==> src/rtl/stby_pkg.sv <==
package stby_pkg;

   // Operand layout: top bit is the mode, lower bits are wake enables.
   localparam int unsigned DEF_WAKE_N   = 3;
   localparam int unsigned DEF_SYNC_LEN = 2;

   typedef enum logic {
      MODE_HALT = 1'b0,
      MODE_STOP = 1'b1
   } stby_mode_e;

   typedef enum logic [1:0] {
      ACT_IDLE    = 2'd0,
      ACT_ENTER   = 2'd1,
      ACT_REFUSE  = 2'd2,
      ACT_WAKE    = 2'd3
   } stby_act_e;

endpackage

==> src/rtl/stby_wake_sync.sv <==
module stby_wake_sync #(
   parameter int unsigned WIDTH = 3,
   parameter int unsigned STAGES = 2
) (
   input  logic             clk,
   input  logic             rst_n,
   input  logic [WIDTH-1:0] async_i,
   output logic [WIDTH-1:0] sync_o
);

   generate
      if (STAGES < 2) begin : g_bad_stages
         $error("stby_wake_sync: STAGES must be at least 2");
      end
      if (WIDTH < 1) begin : g_bad_width
         $error("stby_wake_sync: WIDTH must be at least 1");
      end
   endgenerate

   genvar gb;
   generate
      for (gb = 0; gb < WIDTH; gb++) begin : g_bit
         logic [STAGES-1:0] chain_q;
         always_ff @(posedge clk or negedge rst_n) begin
            if (!rst_n) begin
               chain_q <= '0;
            end else begin
               chain_q <= {chain_q[STAGES-2:0], async_i[gb]};
            end
         end
         assign sync_o[gb] = chain_q[STAGES-1];
      end
   endgenerate

endmodule

==> src/rtl/stby_wake_select.sv <==
module stby_wake_select #(
   parameter int unsigned WIDTH = 3
) (
   input  logic [WIDTH-1:0] enable_i,
   input  logic [WIDTH-1:0] source_i,
   output logic             hit_o
);

   logic [WIDTH-1:0] masked;

   genvar gi;
   generate
      for (gi = 0; gi < WIDTH; gi++) begin : g_mask
         assign masked[gi] = enable_i[gi] & source_i[gi];
      end
   endgenerate

   assign hit_o = |masked;

endmodule

==> src/rtl/stby_core_fsm.sv <==
module stby_core_fsm
   import stby_pkg::*;
#(
   parameter int unsigned WAKE_N = 3
) (
   input  logic              clk,
   input  logic              rst_n,
   input  logic              strobe_i,
   input  stby_mode_e        mode_i,
   input  logic [WAKE_N-1:0] mask_i,
   input  logic              hit_now_i,
   input  logic              hit_armed_i,
   input  logic              flag_we_i,
   input  logic              flag_wd_i,
   output logic [WAKE_N-1:0] armed_mask_o,
   output logic              standby_o,
   output logic              stop_o,
   output logic              flag_o,
   output logic              resume_zero_o,
   output logic              resume_o
);

   logic              standby_q;
   stby_mode_e        mode_q;
   logic [WAKE_N-1:0] mask_q;
   logic              flag_q;
   logic              rzero_q;
   logic              pulse_q;
   stby_act_e         act;

   // Classify the cycle: wake has priority in standby, strobe otherwise.
   always_comb begin
      act = ACT_IDLE;
      if (standby_q) begin
         if (hit_armed_i) act = ACT_WAKE;
      end else if (strobe_i) begin
         if (flag_q || hit_now_i) act = ACT_REFUSE;
         else                     act = ACT_ENTER;
      end
   end

   always_ff @(posedge clk or negedge rst_n) begin
      if (!rst_n) begin
         standby_q <= 1'b0;
         mode_q    <= MODE_HALT;
         mask_q    <= '0;
         flag_q    <= 1'b0;
         rzero_q   <= 1'b1;
         pulse_q   <= 1'b0;
      end else begin
         pulse_q <= 1'b0;
         unique case (act)
            ACT_ENTER: begin
               standby_q <= 1'b1;
               mode_q    <= mode_i;
               mask_q    <= mask_i;
            end
            ACT_REFUSE: begin
               // Flag reflects the wake condition seen at the refused strobe.
               flag_q <= hit_now_i;
            end
            ACT_WAKE: begin
               standby_q <= 1'b0;
               flag_q    <= 1'b1;
               rzero_q   <= 1'b0;
               pulse_q   <= 1'b1;
            end
            default: begin
               if (!standby_q && flag_we_i) flag_q <= flag_wd_i;
            end
         endcase
      end
   end

   assign armed_mask_o  = mask_q;
   assign standby_o     = standby_q;
   assign stop_o        = standby_q & (mode_q == MODE_STOP);
   assign flag_o        = flag_q;
   assign resume_zero_o = rzero_q;
   assign resume_o      = pulse_q;

   // standby is only ever entered from a cleared flag.
   a_r2_entry_needs_clear_flag: assert property (@(posedge clk) disable iff (!rst_n)
      $rose(standby_q) |-> !$past(flag_q));

   // mode holds for the whole stay.
   a_r2_mode_stable: assert property (@(posedge clk) disable iff (!rst_n)
      (standby_q && $past(standby_q)) |-> $stable(mode_q));

   // strobe with flag set refuses and the flag follows the condition.
   a_r3_r4_refuse_flag_set: assert property (@(posedge clk) disable iff (!rst_n)
      (strobe_i && !standby_q && flag_q) |=> (!standby_q && (flag_q == $past(hit_now_i))));

   // condition already true refuses and sets the flag.
   a_r5_refuse_cond_true: assert property (@(posedge clk) disable iff (!rst_n)
      (strobe_i && !standby_q && hit_now_i) |=> (!standby_q && flag_q));

   // a wake exit leaves the flag set and selects the next address.
   a_r6_exit_sets_flag: assert property (@(posedge clk) disable iff (!rst_n)
      $fell(standby_q) |-> (flag_q && !rzero_q && pulse_q));

   // without an armed hit, standby holds.
   a_r7_hold_without_hit: assert property (@(posedge clk) disable iff (!rst_n)
      (standby_q && !hit_armed_i) |=> standby_q);

   // flag is frozen while in standby without a wake.
   a_r9_flag_frozen: assert property (@(posedge clk) disable iff (!rst_n)
      (standby_q && !hit_armed_i) |=> $stable(flag_q));

   // resume pulse lasts a single cycle.
   a_r6_pulse_single: assert property (@(posedge clk) disable iff (!rst_n)
      pulse_q |=> !pulse_q);

endmodule

==> src/rtl/stby_ctrl.sv <==
module stby_ctrl
   import stby_pkg::*;
#(
   parameter int unsigned WAKE_N   = DEF_WAKE_N,
   parameter int unsigned SYNC_LEN = DEF_SYNC_LEN,
   localparam int unsigned OP_W    = WAKE_N + 1
) (
   input  logic              clk,
   input  logic              rst_n,
   input  logic              stby_strobe,
   input  logic [OP_W-1:0]   stby_operand,
   input  logic [WAKE_N-1:0] wake_src,
   input  logic              flag_we,
   input  logic              flag_wd,
   output logic              flag_o,
   output logic              standby_o,
   output logic              stop_o,
   output logic              resume_zero_o,
   output logic              resume_o
);

   generate
      if (WAKE_N < 1 || WAKE_N > 8) begin : g_bad_wake_n
         $error("stby_ctrl: WAKE_N must be between 1 and 8");
      end
   endgenerate

   logic [WAKE_N-1:0] wake_sync;
   logic [WAKE_N-1:0] armed_mask;
   logic [WAKE_N-1:0] op_mask;
   stby_mode_e        op_mode;
   logic              hit_now;
   logic              hit_armed;

   assign op_mask = stby_operand[WAKE_N-1:0];
   assign op_mode = stby_mode_e'(stby_operand[OP_W-1]);

   stby_wake_sync #(.WIDTH(WAKE_N), .STAGES(SYNC_LEN)) u_sync (
      .clk     (clk),
      .rst_n   (rst_n),
      .async_i (wake_src),
      .sync_o  (wake_sync)
   );

   stby_wake_select #(.WIDTH(WAKE_N)) u_sel_now (
      .enable_i (op_mask),
      .source_i (wake_sync),
      .hit_o    (hit_now)
   );

   stby_wake_select #(.WIDTH(WAKE_N)) u_sel_armed (
      .enable_i (armed_mask),
      .source_i (wake_sync),
      .hit_o    (hit_armed)
   );

   stby_core_fsm #(.WAKE_N(WAKE_N)) u_fsm (
      .clk           (clk),
      .rst_n         (rst_n),
      .strobe_i      (stby_strobe),
      .mode_i        (op_mode),
      .mask_i        (op_mask),
      .hit_now_i     (hit_now),
      .hit_armed_i   (hit_armed),
      .flag_we_i     (flag_we),
      .flag_wd_i     (flag_wd),
      .armed_mask_o  (armed_mask),
      .standby_o     (standby_o),
      .stop_o        (stop_o),
      .flag_o        (flag_o),
      .resume_zero_o (resume_zero_o),
      .resume_o      (resume_o)
   );

   // stop indication implies standby.
   a_r2_stop_implies_standby: assert property (@(posedge clk) disable iff (!rst_n)
      stop_o |-> standby_o);

endmodule

==> config.mk <==
export PLATFORM = sky130hd
export DESIGN_NAME = stby_ctrl
export DESIGN_NICKNAME = d
export VERILOG_FILES = /design/src/rtl/stby_pkg.sv /design/src/rtl/stby_wake_sync.sv /design/src/rtl/stby_wake_select.sv /design/src/rtl/stby_core_fsm.sv /design/src/rtl/stby_ctrl.sv
export SDC_FILE = /design/constraint.sdc
export NUM_CORES = 1
export LEC_CHECK = 0
export BUFFER_PORTS_ARGS = -buffer_cell sky130_fd_sc_hd__buf_2
export CAP_MARGIN = 20
export CORE_MARGIN = 10
export CORE_UTILIZATION = 35
export CTS_CLUSTER_SIZE = 24
export DETAILED_ROUTE_END_ITERATION = 8
export GPL_TIMING_DRIVEN = 0
export PLACE_DENSITY = 0.68
export SETUP_SLACK_MARGIN = 0.2
export SYNTH_ARGS = -nofsm -noshare
export SYNTH_HDL_FRONTEND = slang
export SYNTH_SLANG_ARGS = --single-unit
==> constraint.sdc <==
create_clock -name clk -period 2.01 [get_ports clk]
set_clock_uncertainty 0.1 [all_clocks]
set_input_delay 0.1005 -clock clk [delete_from_list [all_inputs] [get_ports clk]]
set_output_delay 0.1005 -clock clk [all_outputs]
set_load 0.05 [all_outputs]
Word-level counts from Yosys, hierarchy flattened:

Index checks and enable logic that the tools add are counted.

* flip-flop bits (word level): 14
* input bits: 12

* muxes and demuxes: 8
* bitwise logic cells: 8
* reduce and logical (&&, ||, !) cells: 8
* eq/ne operators: 3

Operators with widths (number)
* 2-bit 2-to-1 mux: 4
* 1-bit bitwise AND: 7
* 3-bit OR reduction: 2
* 2-bit equality test, second input constant: 2
* 1-bit case mux with 3 select lines: 1
* 3-bit nonzero test: 1
* 2-bit by 1-bit equality test with 1-bit output, second input constant: 1
* 1-bit 2-to-1 mux: 2
* 1-bit case mux with 2 select lines: 1
* 2-bit AND reduction: 1
* 2-bit nonzero test: 1
* 1-bit logical AND: 1
* 1-bit zero test: 1
* 1-bit logical OR: 1
* 1-bit NOT: 1

Logic depth before layout (Yosys ltp):

Gate-level depths: netlist (run 1).

* depth in word-level cells: 9
* gate-level depth with buffers: 3
* mapped depth without buffers: 3

Modules after synthesis:

Synthesis (run 1) repeated with hierarchy kept, for this count alone.

* cells, all modules: 35
* area total of the unflattened synthesis: 535.5 sq um

Modules (own cells, without submodules)
* stby_core_fsm: area each 335.3 sq um, times used 1, cells an instance 22
* stby_wake_sync: area each 172.7 sq um, times used 1, cells an instance 9
* stby_wake_select: area each 13.8 sq um, times used 2, cells an instance 2

Least setup slack after synthesis (run 1):

No wires, ideal clock.

* path kind: reg2reg
* start: reg u_fsm.standby_q (netlist: u_fsm.standby_o)
* end: reg u_fsm.flag_q (netlist: u_fsm.flag_o)
* data required time: 1746 ps
* setup slack: 384 ps
* path buffers: 0
* clock period less this slack: 1626 ps
* arrival: 1363 ps
* cell stages (with the launch flop): 4
* setup time: 164 ps
* path through: dfrtp_1 > and3b_1 > a2111oi_0 > a311oi_1

* longest elaborated chain between the ends: 4
* elaborated cells on any way between the ends: 10

RTL lines
* start: declaration: line stby_core_fsm.sv:23 `logic standby_q;`
* start signal: assignment: line stby_core_fsm.sv:44 `standby_q <= 1'b0;`
* start signal: assignment: line stby_core_fsm.sv:54 `standby_q <= 1'b1;`
* start signal: assignment: line stby_core_fsm.sv:63 `standby_q <= 1'b0;`
* 2-bit 2-to-1 mux or 1-bit zero test (tied branches): line stby_core_fsm.sv:34, stby_core_fsm.sv:69
* 2-bit equality test, or another cell as far along: line stby_core_fsm.sv:52 `unique case (act)`
* 3-bit nonzero test (no line) or 1-bit NOT (tied branches)
* 2-bit AND reduction (no line)
* end signal: assignment: line stby_core_fsm.sv:60 `flag_q <= hit_now_i;`
* end signal: assignment: line stby_core_fsm.sv:69 `if (!standby_q && flag_we_i) flag_q <= flag_wd_i;`
* end: declaration: line stby_core_fsm.sv:26 `logic flag_q;`

Parallel ways exist; a longest one is shown, timed or not.
A chain may end at the register's enable or synchronous reset.

Final worst setup path (run 1):

* start: in stby_operand[1]
* end: reg u_fsm.mask_q[1] (netlist: u_fsm.armed_mask_o[1])

* longest elaborated chain between the ends: 7

RTL lines
* start: declaration: line stby_ctrl.sv:11 `input logic [OP_W-1:0] stby_operand,`
* 1-bit bitwise AND: line stby_wake_select.sv:14 `assign masked[gi] = enable_i[gi] & source_i[gi];`
* 3-bit OR reduction: line stby_wake_select.sv:18 `assign hit_o = |masked;`
* 1-bit logical OR: line stby_core_fsm.sv:37 `if (flag_q || hit_now_i) act = ACT_REFUSE;`
* 2-bit 2-to-1 mux: line stby_core_fsm.sv:37
* 2-bit 2-to-1 mux: line stby_core_fsm.sv:36 `end else if (strobe_i) begin`
* 2-bit 2-to-1 mux: line stby_core_fsm.sv:34 `if (standby_q) begin`
* 2-bit by 1-bit equality test with 1-bit output: line stby_core_fsm.sv:52
* end signal: assignment: line stby_core_fsm.sv:56 `mask_q <= mask_i;`
* end: declaration: line stby_core_fsm.sv:25 `logic [WAKE_N-1:0] mask_q;`

Parallel ways exist; a longest one is shown, timed or not.

==> results of run 1 <==
[kinds of logic after synthesis]
family,count (synthesis)
AND/OR/NAND/NOR,10
multiplexers,4
AO/OA/AOI/OAI,5
flip-flops,14
[layout make-up]
class / count / area (µm²) / share of cell area
Sequential cell: 14 / 352 / 0.489
Timing Repair Buffer: 24 / 160 / 0.223
Multi-Input combinational cell: 19 / 153 / 0.212
Clock buffer: 4 / 36.3 / 0.0504
Tap cell: 15 / 18.8 / 0.0261
[critical path, stage by stage]
cell and delay (ns):
dlygate4sd3_1 0.53, buf_2 0.12, a222oi_1 0.43, nand2_2 0.18, mux2_1 0.35
[cells in the final DEF, fill, tap and decap left out, drive strengths merged, types with 2 or more instances in the layout]
master,n
and3b,2
clkbuf,4
nor2b,2
nand2,3
dlygate4sd3,8
dfrtp,13
buf,16
mux2,4
a222oi,2
[sequential cells by signal, summed over array words and instances (netlist names)]
signal	flops
u_fsm.mode_q	1
u_sync.g_bit.chain_q	6
u_fsm.armed_mask_o	3
u_fsm.resume_o	1
u_fsm.flag_o	1
u_fsm.resume_zero_o	1
u_fsm.standby_o	1
[through the flow]
step           area (µm²)  hold WS (ns)
2_1_floorplan         504        -0.295
3_3_place_gp          603       -0.0978
3_5_place_dp          603       -0.0945
4_1_cts               719        0.0457
5_1_grt               719        0.0462
6_report              719        0.0482
[synth_stat cells, drive strengths merged]
master    n
nand2b    1
a2111oi   1
dfstp     1
dfrtp    13
nand2     3
a21oi     1
nor2b     2
a311oi    1
a222oi    2
nor3b     1
and3b     2
and2      1
mux2      4
[worst max path at each step]
stage,start,to,slack [ns],depth (start not counted)
6_report,stby_operand[1],u_fsm.armed_mask_o[1],0.36,5
2_1_floorplan,u_fsm.standby_o,u_fsm.flag_o,0.38,3
4_1_cts,stby_operand[1],u_fsm.armed_mask_o[2],0.35,5
3_5_place_dp,u_sync.g_bit[1].chain_q[1],u_fsm.armed_mask_o[1],0.46,3
3_3_place_gp,u_sync.g_bit[1].chain_q[1],u_fsm.armed_mask_o[2],0.49,3
5_1_grt,stby_operand[1],u_fsm.mode_q,0.29,5
[power by group]
| part | total, µW | internal (µW) | switching (µW) | leakage [µW] |
|---|---|---|---|---|
| clock network | 199 | 110 | 88.9 | 0.0000210 |
| logic | 234 | 89.0 | 145 | 0.000162 |
| registers | 393 | 347 | 45.9 | 0.000166 |
[layer usage]
layer  vias to the layer above  GRT usage
met2                        11      0.110
met4                         0     0.0302
met1                       183     0.0561
met3                         2     0.0436
li1                        179          -
met5                         -          0
[repair_timing]
item | in CTS | in global routing
hold buffers | 8 | 0
endpoints found under the setup margin | 0 | 0
endpoints found under the hold margin | 21 | 0
setup buffers | 0 | 0
==> results.sh, run 1 <==
export IMPL_ir_drop_mv=0.565
export IMPL_cts_resized=0
export IMPL_io_pins=17
export IMPL_utilization=0.539
export IMPL_p_total_uw=825
export IMPL_dp_final_hpwl_um=757
export IMPL_place_gp_congestion=0.607
export IMPL_clockBufferDepth=2
export IMPL_topRoutingLayerUsed="met4"
export IMPL_port_buffers=16
export IMPL_via_per_inst=4.93
export IMPL_status="completed"
export IMPL_pre_cts_slack_ns=0.463
export IMPL_setup_violations=0
export IMPL_clk_pin_slew_worst_paths_ns=0.08
export IMPL_maxCapViolCount=0
export IMPL_diodes=0
export IMPL_synthSimpleGateAreaFrac=0.129
export IMPL_final_period_utilization=0.822
export IMPL_wl_um=1070
export IMPL_tightest_slew_ns=0.493
export IMPL_placedCellCount=64
export IMPL_drc=0
export IMPL_cts_sinks=14
export IMPL_yosysTopAreaCell="dfrtp_1"
export IMPL_htreeDepth=1
export IMPL_fin_nets=74
export IMPL_wl_met1_um=430
export IMPL_rr_worst_depth=3
export IMPL_grt_max_degree=15
export IMPL_synthDistinctLibCells=15
export IMPL_synth_top_area_share=0.645
export IMPL_synthToLayoutAreaGrowth_pct=42.7
export IMPL_synthAdderAreaFrac=0
export IMPL_tns_ns=0
export IMPL_drive_above_1_share=0.377
export IMPL_synth_top_cells_by_area="dfrtp_1 65%, mux2_1 8.9%, dfstp_2 5.2%, a222oi_1 4.0%, nor2b_1 2.5%"
export IMPL_drv_slew=0
export IMPL_die_area_mm2=0.00336
export IMPL_fin_crit_ns=1.65
export IMPL_cts_made_buffers=3
export IMPL_grt_ovfl_total=0
export IMPL_ys_seq_area_frac=0.697
export IMPL_r2r_slack_ns=0.45
export IMPL_die_x_um=58.0
export IMPL_met2_length_um=519
export IMPL_synth_xor_area_share=0
export IMPL_cp_end_kind="register"
export IMPL_met3WireLength_um=101
export IMPL_min_path_type="in2reg"
export IMPL_initial_core_util=0.378
export IMPL_synth_top_family_by_area="simple AND/OR/NAND/NOR gates"
export IMPL_synth_seq_cells=14
export IMPL_via_count=375
export IMPL_grt_pass1_vias=399
export IMPL_cts_root_buf="clkbuf_4"
export IMPL_cp_max_fo=5
export IMPL_wl_per_cell_um=14.1
export IMPL_max_freq_ghz=0.605
export IMPL_syn_nets=45
export IMPL_track_usage=0.0642
export IMPL_antenna_found_initial=0
export IMPL_fp_dieH_um=58.0
export IMPL_synthMuxAreaShare=0.0893
export IMPL_p_leak_uw=0.000349
export IMPL_r2r_start="u_sync.g_bit[1].chain_q[1]"
export IMPL_finalNonFillerCells=76
export IMPL_worstHoldStart="stby_strobe"
export IMPL_netlist_instances=33
export IMPL_rows=13
export IMPL_hold_depth=3
export IMPL_first_iter_violations=8
export IMPL_yosysWarnings=0
export IMPL_num_fill_cells=121
export IMPL_synth_compound_area_frac=0.0844
export IMPL_crit_type="in2reg"
export IMPL_grt_pass1_wl_um=1680
export IMPL_insertion_delay_ns=0.27
export IMPL_p_per_area_mw_per_mm2=1150
export IMPL_start_kind="input port"
export IMPL_netlist_area_um2=504
export IMPL_cts_tree="yes"
export IMPL_relSlewSlack=0.671
export IMPL_dr_pass1_iters=4
export IMPL_cp_required_ns=2.07
export IMPL_timing_final_ws_setup_ns=0.358
export IMPL_crit_arrival_ns=1.71
export IMPL_hold_viol=0
export IMPL_design_core_area_mm2=0.00133
export IMPL_min_to="u_fsm.flag_o"
export IMPL_rr_endpoint="u_fsm.armed_mask_o[1]"
export IMPL_antenna_left=0
export IMPL_grt_setup_unrepaired="no"
export IMPL_avgSynthCellArea_um2=15.3
Note: power is estimated with default switching activity, not from simulation.
==> inputs of run 2 (changes only) <==
Clock period 2.01 ns to 1.6 ns, I/O delays scaled along.
==> run 2 against run 1 <==
Register-to-register slack got worse by 0.32 ns. Sequential share of layout area is 3.7 points lower. Hold slack improved by 0.020 ns. Count of clock-buffer cells in the layout unchanged. Via count increased by 4.8%. Critical path depth decreased by 1. Setup slack worse by 0.23 ns. Die area stayed put.
==> results.sh, run 2 (synthesized netlist as in run 1, its figures left out) <==
export IMPL_status="completed"
export IMPL_holdWs_ns=0.0679
export IMPL_hold_viol=0
export IMPL_via_per_inst=4.91
export IMPL_setup_violations=0
export IMPL_tightest_slew_ns=0.457
export IMPL_max_freq_ghz=0.680
export IMPL_grt_setup_unrepaired="yes"
export IMPL_timing_final_ws_setup_ns=0.130
export IMPL_cts_root_buf="clkbuf_4"
export IMPL_via_count=393
export IMPL_fin_crit_ns=1.47
export IMPL_slowest_stage="dfrtp_1"
export IMPL_cp_required_ns=1.67
export IMPL_p_leak_uw=0.000397
export IMPL_p_per_area_mw_per_mm2=1440
export IMPL_htreeDepth=1
export IMPL_ir_drop_mv=0.568
export IMPL_dp_final_hpwl_um=803
export IMPL_power_frac_comb=0.324
export IMPL_final_period_utilization=0.919
export IMPL_port_buffers=16
export IMPL_cp_end_kind="register"
export IMPL_switching_share=0.334
export IMPL_drc=0
export IMPL_cts_made_buffers=3
export IMPL_fin_nets=78
export IMPL_post_dp_cell_area_um2=617
export IMPL_num_fill_cells=113
export IMPL_cp_top_family="flip-flops"
export IMPL_power_frac_seq=0.452
export IMPL_crit_type="reg2reg"
export IMPL_design_core_area_mm2=0.00133
export IMPL_grt_max_degree=15
export IMPL_cts_tree="yes"
export IMPL_antenna_left=0
export IMPL_drv_slew=0
export IMPL_tns_ns=0
export IMPL_path_buf_inv=1
export IMPL_regMostFlops="u_sync.g_bit.chain_q"
export IMPL_relSlewSlack=0.695
export IMPL_cp_max_fo=5
export IMPL_die_area_mm2=0.00336
export IMPL_min_path_type="in2reg"
export IMPL_first_iter_violations=9
export IMPL_diodes=0
export IMPL_track_usage=0.0729
export IMPL_grt_pass1_wl_um=1910
export IMPL_layout_common_cells="16 x buf_2, 11 x dfrtp_1, 8 x dlygate4sd3_1, 4 x mux2_4, 4 x buf_4"
export IMPL_initial_core_util=0.378
export IMPL_intPower_uw=750
export IMPL_final_area_um2=783
export IMPL_antenna_found_initial=0
export IMPL_start_kind="register"
export IMPL_power_frac_clock=0.224
export IMPL_clk_pin_slew_worst_paths_ns=0.09
export IMPL_synthToLayoutAreaGrowth_pct=55.3
export IMPL_die_x_um=58.0
export IMPL_fp_dieH_um=58.0
export IMPL_max_stage_delay_ns=0.39
export IMPL_rows=13
export IMPL_io_pins=17
export IMPL_final_common_cell="buf_2"
export IMPL_wl_um=1180
export IMPL_cts_sinks=14
export IMPL_drive_above_1_share=0.538
export IMPL_crit_arrival_ns=1.54
export IMPL_pre_cts_slack_ns=0.00221
export IMPL_grt_ovfl_total=0
export IMPL_maxCapViolCount=0
export IMPL_largest_reg_flops=6
export IMPL_insertion_delay_ns=0.28
export IMPL_grt_pass1_vias=432
export IMPL_crit_chain="a222oi_1 > buf_4 > nand2_4 > mux2_4"
export IMPL_clockBufferDepth=2
export IMPL_dr_pass1_iters=5
export IMPL_wl_per_cell_um=14.8
export IMPL_place_gp_congestion=0.620
export IMPL_switching_power_uw=375
## run 2: changes by cell type in the layout (fill, tap and decap cells not counted)
cell       change
dfrtp_2        +2
mux2_1         -4
nand2_4        +1
nor3b_1        -1
dfrtp_1        -2
nand2_2        -1
mux2_4         +4
a2111oi_2      +1
buf_4          +4
nor3b_2        +1
a2111oi_0      -1
## run 2: metrics by stage
| step | instances | power [µW] | util |
|---|---|---|---|
| 2_1_floorplan | 33 | 714 | - |
| 3_3_place_gp | 64 | 792 | 0.462 |
| 3_5_place_dp | 64 | 802 | 0.462 |
| 4_1_cts | 79 | 1140 | 0.582 |
| 5_1_grt | 80 | 1180 | 0.587 |
| 6_report | 80 | 1120 | 0.587 |
## run 2: worst register-to-register path: stages, from the launching register on
cell and delay (ns):
dfrtp_1 0.39, a222oi_1 0.31, buf_4 0.19, nand2_4 0.08, mux2_4 0.30
## run 2: routing by layer
metal / wire (µm) / vias to the layer above / track usage
met4: 0 / 0 / 0.0403
met1: 464 / 194 / 0.0695
met5: 0 / - / 0
met2: 635 / 11 / 0.123
li1: - / 188 / -
met3: 83 / 0 / 0.0392
## run 2: cell type report
cell class              instances  area (µm²)  area share
flip-flops and latches         14         354       0.452
repair buffers                 28         190       0.243
multi-input cells              19         184       0.235
clock buffers                   4        36.3      0.0463
well taps                      15        18.8      0.0240
## run 2: power groups by stage
| stage | clock network, µW | registers, µW | logic, µW |
|---|---|---|---|
| 2_1_floorplan | 0 | 580 | 134 |
| 3_3_place_gp | 0 | 507 | 285 |
| 3_5_place_dp | 0 | 512 | 291 |
| 4_1_cts | 262 | 506 | 367 |
| 5_1_grt | 275 | 520 | 388 |
| 6_report | 252 | 508 | 364 |
## run 2: repair_timing
| action | in CTS | in global routing |
|---|---|---|
| setup buffers | 3 | 1 |
| endpoints found under the hold margin | 21 | 0 |
| endpoints found under the setup margin | 5 | 5 |
| pin swaps | 2 | 1 |
| resized for setup | 5 | 0 |
| hold buffers | 8 | 0 |
## run 2: final timing paths
| check | endpoint | slack [ns] | cells after the start | startpoint |
|---|---|---|---|---|
| setup / recovery | u_fsm.armed_mask_o[2] | 0.13 | 4 | u_sync.g_bit[1].chain_q[1] |
| hold / removal | u_fsm.flag_o | 0.07 | 3 | stby_strobe |
| setup reg to reg | u_fsm.armed_mask_o[2] | 0.13 | 4 | u_sync.g_bit[1].chain_q[1] |
| hold reg to reg | u_sync.g_bit[2].chain_q[1] | 0.25 | 0 | u_sync.g_bit[2].chain_q[0] |
| max in group asynchronous | u_fsm.resume_zero_o | 1.01 | 2 | rst_n |
| min in group asynchronous | u_fsm.resume_o | 0.11 | 2 | rst_n |
